[src/rtl/fmasc_pkg.sv]
package fmasc_pkg;

    typedef enum logic [2:0] {
        CLS_ZERO,
        CLS_SUB,
        CLS_NORM,
        CLS_INF,
        CLS_QNAN,
        CLS_SNAN
    } opcls_e;

endpackage

[src/rtl/fmasc_classify.sv]
module fmasc_classify
    import fmasc_pkg::*;
#(
    parameter int EXP_W = 8,
    parameter int MAN_W = 23
) (
    input  logic [EXP_W+MAN_W:0] val,
    output opcls_e               cls
);
    localparam int W = 1 + EXP_W + MAN_W;

    logic [EXP_W-1:0] ex;
    logic [MAN_W-1:0] man;

    assign ex  = val[W-2 -: EXP_W];
    assign man = val[MAN_W-1:0];

    always_comb begin
        if (~|ex) begin
            cls = (~|man) ? CLS_ZERO : CLS_SUB;
        end else if (&ex) begin
            if (~|man)               cls = CLS_INF;
            else if (man[MAN_W-1])   cls = CLS_QNAN;
            else                     cls = CLS_SNAN;
        end else begin
            cls = CLS_NORM;
        end
    end

endmodule

[src/rtl/fmasc_nan_pick.sv]
module fmasc_nan_pick #(
    parameter int W = 32
) (
    input  logic [W-1:0] v_acc,
    input  logic [W-1:0] v_b,
    input  logic [W-1:0] v_c,
    input  logic         n_acc,
    input  logic         n_b,
    input  logic         n_c,
    input  logic         legacy,
    output logic [W-1:0] picked,
    output logic         found
);
    always_comb begin
        found  = n_acc | n_b | n_c;
        picked = '0;
        if (legacy) begin
            // legacy order: b, c, accumulator
            if (n_b)        picked = v_b;
            else if (n_c)   picked = v_c;
            else if (n_acc) picked = v_acc;
        end else begin
            // quieting order: accumulator, c, b
            if (n_acc)      picked = v_acc;
            else if (n_c)   picked = v_c;
            else if (n_b)   picked = v_b;
        end
    end

endmodule

[src/rtl/fmasc_resolver.sv]
module fmasc_resolver
    import fmasc_pkg::*;
#(
    parameter int EXP_W = 8,
    parameter int MAN_W = 23
) (
    input  logic                   clk,
    input  logic                   rst_n,
    input  logic                   in_valid,
    input  logic                   op_sub,
    input  logic                   legacy_mode,
    input  logic [EXP_W+MAN_W:0]   acc_in,
    input  logic [EXP_W+MAN_W:0]   b_in,
    input  logic [EXP_W+MAN_W:0]   c_in,
    output logic                   out_valid,
    output logic                   bypass,
    output logic                   invalid,
    output logic [EXP_W+MAN_W:0]   forced_res,
    output logic                   dp_valid,
    output logic                   dp_sub,
    output logic [EXP_W+MAN_W:0]   dp_acc,
    output logic [EXP_W+MAN_W:0]   dp_b,
    output logic [EXP_W+MAN_W:0]   dp_c
);
    localparam int NOPS = 3;
    localparam int W    = 1 + EXP_W + MAN_W;
    localparam int QBIT = MAN_W - 1;
    localparam logic [W-1:0] QMASK   = {{(EXP_W+1){1'b0}}, 1'b1, {(MAN_W-1){1'b0}}};
    localparam logic [W-1:0] DEF_NAN = {1'b0, {EXP_W{1'b1}}, 1'b1, {(MAN_W-1){1'b0}}};

    typedef struct packed {
        logic         valid;
        logic         bypass;
        logic         invalid;
        logic [W-1:0] forced;
        logic         sub;
        logic [W-1:0] acc;
        logic [W-1:0] b;
        logic [W-1:0] c;
    } stage_t;

    // operand index: 0 = accumulator, 1 = b, 2 = c
    logic [W-1:0] opv [NOPS];
    opcls_e       cls [NOPS];
    logic [NOPS-1:0] is_nan, is_snan, is_inf, is_zero;

    assign opv[0] = acc_in;
    assign opv[1] = b_in;
    assign opv[2] = c_in;

    for (genvar gi = 0; gi < NOPS; gi++) begin : g_cls
        fmasc_classify #(.EXP_W(EXP_W), .MAN_W(MAN_W)) u_cls (
            .val (opv[gi]),
            .cls (cls[gi])
        );
        assign is_snan[gi] = (cls[gi] == CLS_SNAN);
        assign is_nan[gi]  = (cls[gi] == CLS_QNAN) || is_snan[gi];
        assign is_inf[gi]  = (cls[gi] == CLS_INF);
        assign is_zero[gi] = (cls[gi] == CLS_ZERO);
    end

    logic [W-1:0] nan_pick;
    logic         nan_found;

    fmasc_nan_pick #(.W(W)) u_pick (
        .v_acc  (acc_in),
        .v_b    (b_in),
        .v_c    (c_in),
        .n_acc  (is_nan[0]),
        .n_b    (is_nan[1]),
        .n_c    (is_nan[2]),
        .legacy (legacy_mode),
        .picked (nan_pick),
        .found  (nan_found)
    );

    logic inf_zero, prod_inf, prod_sgn, inf_cancel, any_snan;

    always_comb begin
        any_snan   = |is_snan;
        inf_zero   = (is_inf[1] & is_zero[2]) | (is_zero[1] & is_inf[2]);
        prod_inf   = (is_inf[1] | is_inf[2]) & ~inf_zero;
        prod_sgn   = b_in[W-1] ^ c_in[W-1] ^ op_sub;
        inf_cancel = prod_inf & is_inf[0] & (acc_in[W-1] != prod_sgn);
    end

    stage_t st_d, st_q;

    always_comb begin
        st_d         = st_q;
        st_d.valid   = in_valid;
        st_d.bypass  = 1'b0;
        st_d.invalid = 1'b0;
        if (in_valid) begin
            st_d.forced = '0;
            st_d.sub    = op_sub;
            st_d.acc    = acc_in;
            st_d.b      = b_in;
            st_d.c      = c_in;
            if (nan_found) begin
                st_d.bypass  = 1'b1;
                st_d.forced  = legacy_mode ? nan_pick : (nan_pick | QMASK);
                st_d.invalid = ~legacy_mode & (any_snan | inf_zero);
            end else if (inf_zero || inf_cancel) begin
                st_d.bypass  = 1'b1;
                st_d.forced  = DEF_NAN;
                st_d.invalid = ~legacy_mode;
            end else if (prod_inf) begin
                st_d.bypass  = 1'b1;
                st_d.forced  = {prod_sgn, {EXP_W{1'b1}}, {MAN_W{1'b0}}};
            end else if (is_inf[0]) begin
                st_d.bypass  = 1'b1;
                st_d.forced  = acc_in;
            end
        end
    end

    always_ff @(posedge clk or negedge rst_n) begin
        if (!rst_n) st_q <= '0;
        else        st_q <= st_d;
    end

    assign out_valid  = st_q.valid;
    assign bypass     = st_q.bypass;
    assign invalid    = st_q.invalid;
    assign forced_res = st_q.forced;
    assign dp_valid   = st_q.valid & ~st_q.bypass;
    assign dp_sub     = st_q.sub;
    assign dp_acc     = st_q.acc;
    assign dp_b       = st_q.b;
    assign dp_c       = st_q.c;

    // ---------------- assertions ----------------
    a_r1_latency: assert property (@(posedge clk) disable iff (!rst_n)
        out_valid |-> $past(in_valid));

    a_r10_bypass_valid: assert property (@(posedge clk) disable iff (!rst_n)
        bypass |-> out_valid);

    a_r10_flag_bypass: assert property (@(posedge clk) disable iff (!rst_n)
        invalid |-> bypass);

    a_r6_legacy_silent: assert property (@(posedge clk) disable iff (!rst_n)
        (out_valid && $past(legacy_mode)) |-> !invalid);

    a_r3_quiet_out: assert property (@(posedge clk) disable iff (!rst_n)
        (bypass && !$past(legacy_mode) && (&forced_res[W-2 -: EXP_W])
         && (|forced_res[MAN_W-1:0])) |-> forced_res[QBIT]);

    a_r2_passthru: assert property (@(posedge clk) disable iff (!rst_n)
        dp_valid |-> (dp_acc == $past(acc_in) && dp_b == $past(b_in)
                      && dp_c == $past(c_in) && dp_sub == $past(op_sub)));

endmodule

[config.mk]
export PLATFORM = sky130hd
export DESIGN_NAME = fmasc_resolver
export DESIGN_NICKNAME = d
export VERILOG_FILES = /design/src/rtl/fmasc_pkg.sv /design/src/rtl/fmasc_classify.sv /design/src/rtl/fmasc_nan_pick.sv /design/src/rtl/fmasc_resolver.sv
export SDC_FILE = /design/constraint.sdc
export NUM_CORES = 1
export LEC_CHECK = 0
export ABC_AREA = 1
export BUFFER_PORTS_ARGS = -buffer_cell sky130_fd_sc_hd__buf_2
export CORE_MARGIN = 4
export CORE_UTILIZATION = 51
export CTS_CLUSTER_SIZE = 16
export DETAILED_ROUTE_END_ITERATION = 12
export MAX_ROUTING_LAYER = met4
export PLACE_DENSITY = 0.81
export SLEW_MARGIN = 0
export SYNTH_ARGS = -nofsm -noshare
export SYNTH_HDL_FRONTEND = slang
export SYNTH_SLANG_ARGS = --single-unit
[constraint.sdc]
create_clock -name clk -period 0.8 [get_ports clk]
set_input_delay 0.08 -clock clk [delete_from_list [all_inputs] [get_ports clk]]
set_output_delay 0.08 -clock clk [all_outputs]
set_load 0.01 [all_outputs]
==> run metrics, run 1 <==
Rows between 40 and 50; Crit. endpoint post-GRT repair forced_res[16]$_DFFE_PN0P_/D; All-Layer GR Usage 0.728; gr ovfl total 47; post-synthesis sequential element count 132; number of port buffers 233; Final Wtd Congestion about 0.95; warnings from Yosys 0; Log Error [ERROR GRT-0232] Routing congestion too high. Check the congestion heatmap in the GUI.; Clock Sinks between 100 and 150; Post-DP HPWL between 15000 and 20000 microns; synthesized cell area 6840 sq um; H-Tree Level Count 4; boundary pin count around 230; post-synthesis cell type count 29; die height roughly 120 microns; die width approximately 120 microns; syn avg cell area roughly 7.3 sq um; Max clock buf depth 2; post-synthesis instance total around 940; status did not finish; stage reached global routing; Worst EP kind register input; initial antenna violation count 6; CTS buffer count 17; placed cell area ~9600 sq um; starting density of the core 0.518; Root Driver clkbuf_16; largest net degree at the start of global routing between 50 and 60; post-synthesis sequential area ratio 0.483; syn_nets between 1000 and 1500
cell usage after synthesis:
library cell,count,area (sq um)
inv_2,1,3.75
nand4_1,10,62.6
a31oi_1,1,6.26
nor2_2,3,18.8
nor2_1,61,229
nand2_1,487,1830
o22a_1,1,8.76
nand2_2,3,18.8
buf_1,4,15.0
inv_1,41,154
inv_4,1,6.26
clkinv_1,1,3.75
buf_6,8,90.1
a21oi_1,1,5.00
o211ai_2,18,225
nand3_1,40,200
o2111ai_1,1,8.76
inv_6,1,8.76
clkbuf_1,22,82.6
o21ai_0,36,180
o211ai_1,2,15.0
nand2_4,3,33.8
buf_4,5,37.5
o21ai_1,40,200
buf_2,11,55.1
or2_1,1,6.26
dfrtp_1,132,3300
xnor2_1,1,8.76
nand3_2,2,20.0
per-stage QoR:
step	worst slack, ns	util	std cells
after CTS	-0.384	0.872	1610
after global placement	-0.920	0.725	1475
after detailed placement	-0.996	0.725	1475
after floorplan	-0.487	-	938
cell families after synthesis:
family	synth area share
flops	0.483
simple gates	0.354
buf+inv	0.0668
xor+xnor	0.00128
compound gates	0.0950
per-layer routing:
metal / overflow / global-route usage
met5: - / -
met2: 37 / 0.891
met1: 0 / 0.707
met3: 0 / 0.524
met4: 10 / 0.754
what timing repair did:
| item | in CTS |
|---|---|
| hold buffers | 46 |
| resized for setup | 114 |
| pin swaps | 30 |
| setup buffers | 53 |
| hold endpoints to repair | 177 |
| gates cloned | 4 |
| endpoints found under the setup margin | 167 |
==> run 2: changes to the inputs <==
Settings changed: CORE_UTILIZATION 51 to 40, CTS_CLUSTER_SIZE 16 to unset, MAX_ROUTING_LAYER met4 to unset, PLACE_DENSITY 0.81 to unset, PLACE_DENSITY_LB_ADDON set to 0.15.
==> run 2 against run 1 <==
Effect of this change: the flow now finishes, with violations (negative setup slack); synthesized cell count unchanged; area after synthesis did not move.
==> run metrics, run 2 <==
Die Footprint just under 20000 sq um; area leader, netlist dfrtp_1 (unchanged); worst-case reg-to-reg path depth 4; GRT Max-Usage Layer met2; starting density of the core 0.411 (was 0.518); gr ovfl total 0; Critical Path End Type register; Detail Route Antenna Nets 0; Setup Skew 0 ns; largest net degree at the start of global routing 51; setup slack after layout -0.478 ns; most common cell in the netlist nand2_1 (unchanged); FF-to-FF End dp_acc[4]; RR Startpoint dp_acc[4]; post-synthesis sequential area ratio 0.483 (unchanged); crit path time final around 1.3 ns; Top FF cell, synth dfrtp_1 (unchanged); via count between 8000 and 9000; Final Wtd Congestion 0.916 (was 0.952); slowest stage delay, CP approximately 0.17 ns; vias in the first global route approximately 8000; commonest non-fill, non-tap cell in the layout nand2_1; most frequent cells in the layout nand2_1 (432), buf_4 (251), buf_2 (157); All-Layer GR Usage 0.273; placed instance count 1527 (was 1475); fmax about 780 MHz; non-filler instance count after layout between 1500 and 2000; Max Slew Vio Count 0; syn avg cell area 7.29 sq um (unchanged); Max clock buf depth 2 (unchanged); WL/cell roughly 16 microns; M2 GR Usage 0.467; boundary pin count 234 (unchanged); leakage power 6.83 nW; RSZ-0062 raised after global routing yes; global-route wire length before repair 42300 microns; endpoint with the worst hold slack dp_c[31]; failing checks negative setup slack; die width 139 microns (was 124 microns); DRT Wirelength 28000 microns; FILL cells around 1200; area share of the largest cell type after synthesis 0.483 (unchanged); Max Cap Viol 0; worst-margin pin slew roughly 0.33 ns; 1st-iter DRT viols ~680; Crit Path Max Fanout 5; number of port buffers 233 (unchanged); final hold violation count 0; top cells by area, synth dfrtp_1 (48%), nand2_1 (27%), nor2_1 (3.3%) (unchanged); hold path depth 3; hold wc startpoint c_in[31]; post-synthesis instance total 938 (unchanged); CTS buffer count 17 (unchanged); post-synthesis cell type count 29 (unchanged); Core Region 16600 sq um; syn_nets 1039 (unchanged); Cell Pwr Density around 1500 nW/um^2; Post-synth ARST share 1.00 (unchanged); TritonCTS clock tree built; Critical Path AT ~1.6 ns; endpoints failing setup between 150 and 200; EDFF count, synth 0 (unchanged); top cells by count, synth nand2_1 (487), dfrtp_1 (132), nor2_1 (61) (unchanged); die height 139 microns (was 124 microns); DR pass1 iterations 5; share of cells above drive strength 1 0.472; Max-slew headroom 0.780; H-Tree Level Count 4 (unchanged); cells along the critical path buf_6, nor2_4, nand2_2, nor2_4, nand3_4, nand2_8, nand2_8, nor2_4, nand3_4, nor2_4, nand2_4, nand2_4, nand2_2; initial antenna violation count 1; CP top delay family simple AND/OR/NAND/NOR gates; crit path kind input port to register; startpoint types input port; routing usage on met3 0.0679; Critical Path Most Common Cell nor2_4; post-synthesis sequential element count 132 (unchanged); synthesized cell area 6840 sq um (unchanged); Post-DP HPWL 18200 microns (was 18100 microns); HP Class input port to register; Root Driver clkbuf_16 (unchanged); Layout area overhead 84.4%; Global Route met1 Usage 0.332; Remaining DRCs 0; clk slew on worst S/H paths about 0.060 ns; Rows 47 (was 42); warnings from Yosys 0 (unchanged); required time worst endpoint approximately 1.1 ns; Final Cycle Share 1.60; Max IR drop VDD 1.45 mV; setup slack, reg-to-reg -0.10 ns; Final nets approximately 1600; clk_lat worst skew 0.41 ns; Critical path buffers and inverters 1; vias per cell a little under 5; status finished with violations (was did not finish); Worst Hold Slack between 0.006 and 0.007 ns; Clock Sinks 132 (unchanged); Worst path slowest cell nor2_4
[run 2: area by class of cell]
class                           instances  area (sq um)  area share
Timing Repair inverter                  1          11.3    0.000893
Clock buffer                           19           433      0.0343
Sequential cell                       132          3300       0.262
Clock inverter                         13           151      0.0120
Timing Repair Buffer                  564          4540       0.360
Antenna cell                            3          7.51    0.000596
Inverter                               45           219      0.0174
Tap cell                              220           275      0.0218
Multi-Input combinational cell        712          3660       0.290
[run 2: metal layers]
metal  share of wire  vias up
met2            0.50      295
met5               0        -
met3           0.068       66
li1                -     4025
met4           0.042        0
met1            0.39     3964
[run 2: through the flow]
step           total power [mW]  setup TNS (ns)  instance area [sq um]  setup slack, ns  utilization
4_1_cts                    18.7          -42.55                  11700           -0.370        0.701
3_3_place_gp               10.3          -33.64                   9690            -1.02        0.583
5_1_grt                    19.9          -50.13                  12600           -0.517        0.757
3_5_place_dp               10.3          -34.09                   9690            -1.03        0.583
6_report                   19.1          -43.43                  12600           -0.478        0.757
2_1_floorplan              8.50          -15.63                   7080           -0.487            -
[run 2: timing repair]
item                                   CTS  global route
buffers inserted                        53            35
pin swaps                               28            50
gates cloned                             4             2
gates resized for setup                111           143
endpoints found under the hold margin  177             7
setup endpoints to repair              167           169
hold buffers                            46             7
[run 2: how the worst max path moves through the flow]
stage               startpoint        endpoint  slack [ns]  cells past startpoint
detailed placement   acc_in[5]  forced_res[25]       -1.03                     13
global route           c_in[1]  forced_res[31]       -0.52                     15
finish                 b_in[3]  forced_res[25]       -0.48                     13
global placement     acc_in[0]  forced_res[29]       -1.02                     13
floorplan              b_in[1]         invalid       -0.49                     12
CTS                    c_in[5]  forced_res[31]       -0.37                     15
[run 2: where the power goes]
group / leakage [nW] / switching [mW] / internal [mW]
clock network: 0.271 / 3.15 / 4.63
registers: 1.66 / 0.279 / 7.14
logic: 4.90 / 1.87 / 2.04
total: 6.83 / 5.30 / 13.8
[run 2: cell families (layout without fill, tap and decap cells)]
kind of cell / after synthesis / count (layout) / synth area share
XOR/XNOR: 1 / 1 / 0.00128
AND/OR/NAND/NOR: 610 / 611 / 0.354
flip-flops: 132 / 132 / 0.483
buffers and inverters: 95 / 642 / 0.0668
AO/OA/AOI/OAI: 100 / 100 / 0.0950
other: 0 / 3 / 0
[run 2: worst min-delay path: stages]
cell,delay (ns)
buf_2,0.07
inv_1,0.08
o21ai_0,0.16
(Power assumes the default switching activity.)
==> run 3: changes to the inputs <==
Clock period 0.8 ns to 1.2 ns, I/O delays scaled along.
==> run 3 against run 2 <==
Effect of this change: the run still ends with negative setup slack left; critical path depth rose by 2; clock-buffer cell count rose by 2; via count fell by 7.1%; cell count fell by 6.8%; sequential share of layout area rose by 2.9 points; non-clock buffer count fell by 120.
==> run metrics, run 3 (synthesis gave the netlist of run 2 again) <==
Max-slew headroom 0.658 (was 0.780); number of port buffers 233 (unchanged); crit path kind input port to register (unchanged); endpoints failing setup 25 (was 182); HP Class input port to register (unchanged); Die Footprint 19200 sq um (unchanged); FILL cells 1417 (was 1209); die width 139 microns (unchanged); setup slack after layout -0.0828 ns (was -0.478 ns); worst-case reg-to-reg path depth 1 (was 4); commonest non-fill, non-tap cell in the layout nand2_1 (unchanged); crit path to forced_res[31] (was forced_res[25]); Max Slew Vio Count 0 (unchanged); crit path time final between 1 and 1.5 ns; worst-margin pin slew 0.514 ns (was 0.330 ns); overall power 12.2 mW (was 19.1 mW); Max clock buf depth 2 (unchanged); Final Cycle Share 1.07; startpoint types input port (unchanged); Crit Path Max Fanout 8 (was 5); most frequent cells in the layout nand2_1 (437), buf_2 (208), buf_4 (163) (was nand2_1 (432), buf_4 (251), buf_2 (157)); CTS buffer count 17 (unchanged); Max Cap Viol 0 (unchanged); Setup Skew 0 ns (unchanged); Finished Core Util 0.683 (was 0.757); required time worst endpoint 1.51 ns (was 1.11 ns); placed instance count 1515 (was 1527); Cell Pwr Density 1070 nW/um^2 (was 1520 nW/um^2); clk_lat worst skew 0.43 ns (was 0.41 ns); RSZ-0062 raised after global routing yes (unchanged); Core Region 16600 sq um (unchanged); Remaining DRCs 0 (unchanged); WL/cell 16.1 microns (was 16.4 microns); status finished with violations (unchanged); Critical Path AT 1.59 ns (about the same); Root Driver clkbuf_16 (unchanged); Final Wtd Congestion 0.892 (was 0.916); Crit. Startpoint b_in[4] (was b_in[3]); TritonCTS clock tree built (unchanged); Worst Hold Slack 0.0133 ns (was 0.00656 ns); die height 139 microns (unchanged); Final nets 1460 (was 1574); RR Startpoint forced_res[21] (was dp_acc[4]); boundary pin count 234 (unchanged); DR pass1 iterations 5 (unchanged); starting density of the core 0.411 (unchanged); Post-DP HPWL 17900 microns (was 18200 microns); Clock Sinks 132 (unchanged); FF-to-FF End forced_res[21] (was dp_acc[4]); clk slew on worst S/H paths 0.06 ns (about the same); H-Tree Level Count 4 (unchanged); Layout area overhead 66.2% (was 84.4%); non-filler instance count after layout 1592 (was 1709); setup slack, reg-to-reg 0.51 ns (was -0.10 ns); leakage power 6.24 nW (was 6.83 nW); All-Layer GR Usage 0.258 (was 0.273); Critical Path End Type register (unchanged); share of cells above drive strength 1 0.447 (was 0.472); final hold violation count 0 (unchanged); vias in the first global route 7622 (was 8172); global-route wire length before repair 39700 microns (was 42300 microns); DRT Wirelength 25600 microns (was 28000 microns); failing checks negative setup slack (unchanged); initial antenna violation count 0 (was 1); gr ovfl total 0 (unchanged); ANT cells 0 (was 3); Max IR drop VDD 0.916 mV (was 1.45 mV); fmax 780 MHz; Detail Route Antenna Nets 0 (unchanged); 1st-iter DRT viols 550 (was 679); vias per cell 4.87 (was 4.89); via count 7754 (was 8350); Rows 47 (unchanged); largest net degree at the start of global routing 53 (was 51)
run 3: worst max-delay path, cell delays in order:
cell and delay [ns]:
buf_8 0.10, nor2_4 0.10, nand2_2 0.07, nor2_4 0.16
nand3_4 0.13, nand2_4 0.11, buf_12 0.16, inv_16 0.05
buf_6 0.12, nand4_1 0.06, nand3_1 0.08, nand3_1 0.08
nand2_1 0.05, nor2_1 0.13, nor2_1 0.06
run 3: worst min-delay path by stage:
stage,startpoint,to,slack (ns),cells after the start
2_1_floorplan,rst_n,bypass,-0.18,0
4_1_cts,b_in[3],dp_b[3],0.0002,4
3_3_place_gp,rst_n,dp_c[7],-0.003,1
3_5_place_dp,rst_n,dp_c[8],0.003,1
6_report,b_in[1],dp_b[1],0.01,4
5_1_grt,b_in[1],dp_b[1],0.004,4
run 3: final cells by class:
| cell class | instances | area (sq um) | share of cell area |
|---|---|---|---|
| Clock buffer | 21 | 470 | 0.0414 |
| Timing Repair Buffer | 444 | 3170 | 0.279 |
| Clock inverter | 11 | 126 | 0.0111 |
| Timing Repair inverter | 7 | 109 | 0.00958 |
| Tap cell | 220 | 275 | 0.0242 |
| Sequential cell | 132 | 3300 | 0.291 |
| Inverter | 45 | 224 | 0.0197 |
| Multi-Input combinational cell | 712 | 3680 | 0.324 |
run 3: metal layers:
| layer | global-route usage | routed length (microns) |
|---|---|---|
| met1 | 0.315 | 10500 |
| met2 | 0.439 | 12500 |
| met3 | 0.0693 | 1860 |
| met4 | 0.0968 | 719 |
| met5 | 0 | 0 |
run 3: through the flow:
step                setup slack [ns]  area, sq um  setup TNS (ns)
floorplan                     -0.127         7030           -3.40
global placement              -0.650         9570          -19.81
detailed placement            -0.668         9570          -20.67
CTS                          -0.0290        10900          -0.301
global route                  -0.193        11400           -3.95
finish                       -0.0828        11400           -1.03
run 3: repair_timing:
item | 4_1_cts | 5_1_grt
hold buffers | 25 | 0
pin swaps | 43 | 52
buffers inserted | 6 | 5
cloned | 7 | 3
endpoints found under the hold margin | 156 | 0
endpoints found under the setup margin | 34 | 35
resized for setup | 92 | 101
run 3: power by group:
group | total [mW] | switching, mW | internal, mW | leakage, nW
Combinational | 2.02 | 1.12 | 0.901 | 4.30
Sequential | 4.92 | 0.164 | 4.76 | 1.66
Clock | 5.26 | 2.03 | 3.23 | 0.282
Total | 12.2 | 3.31 | 8.89 | 6.24
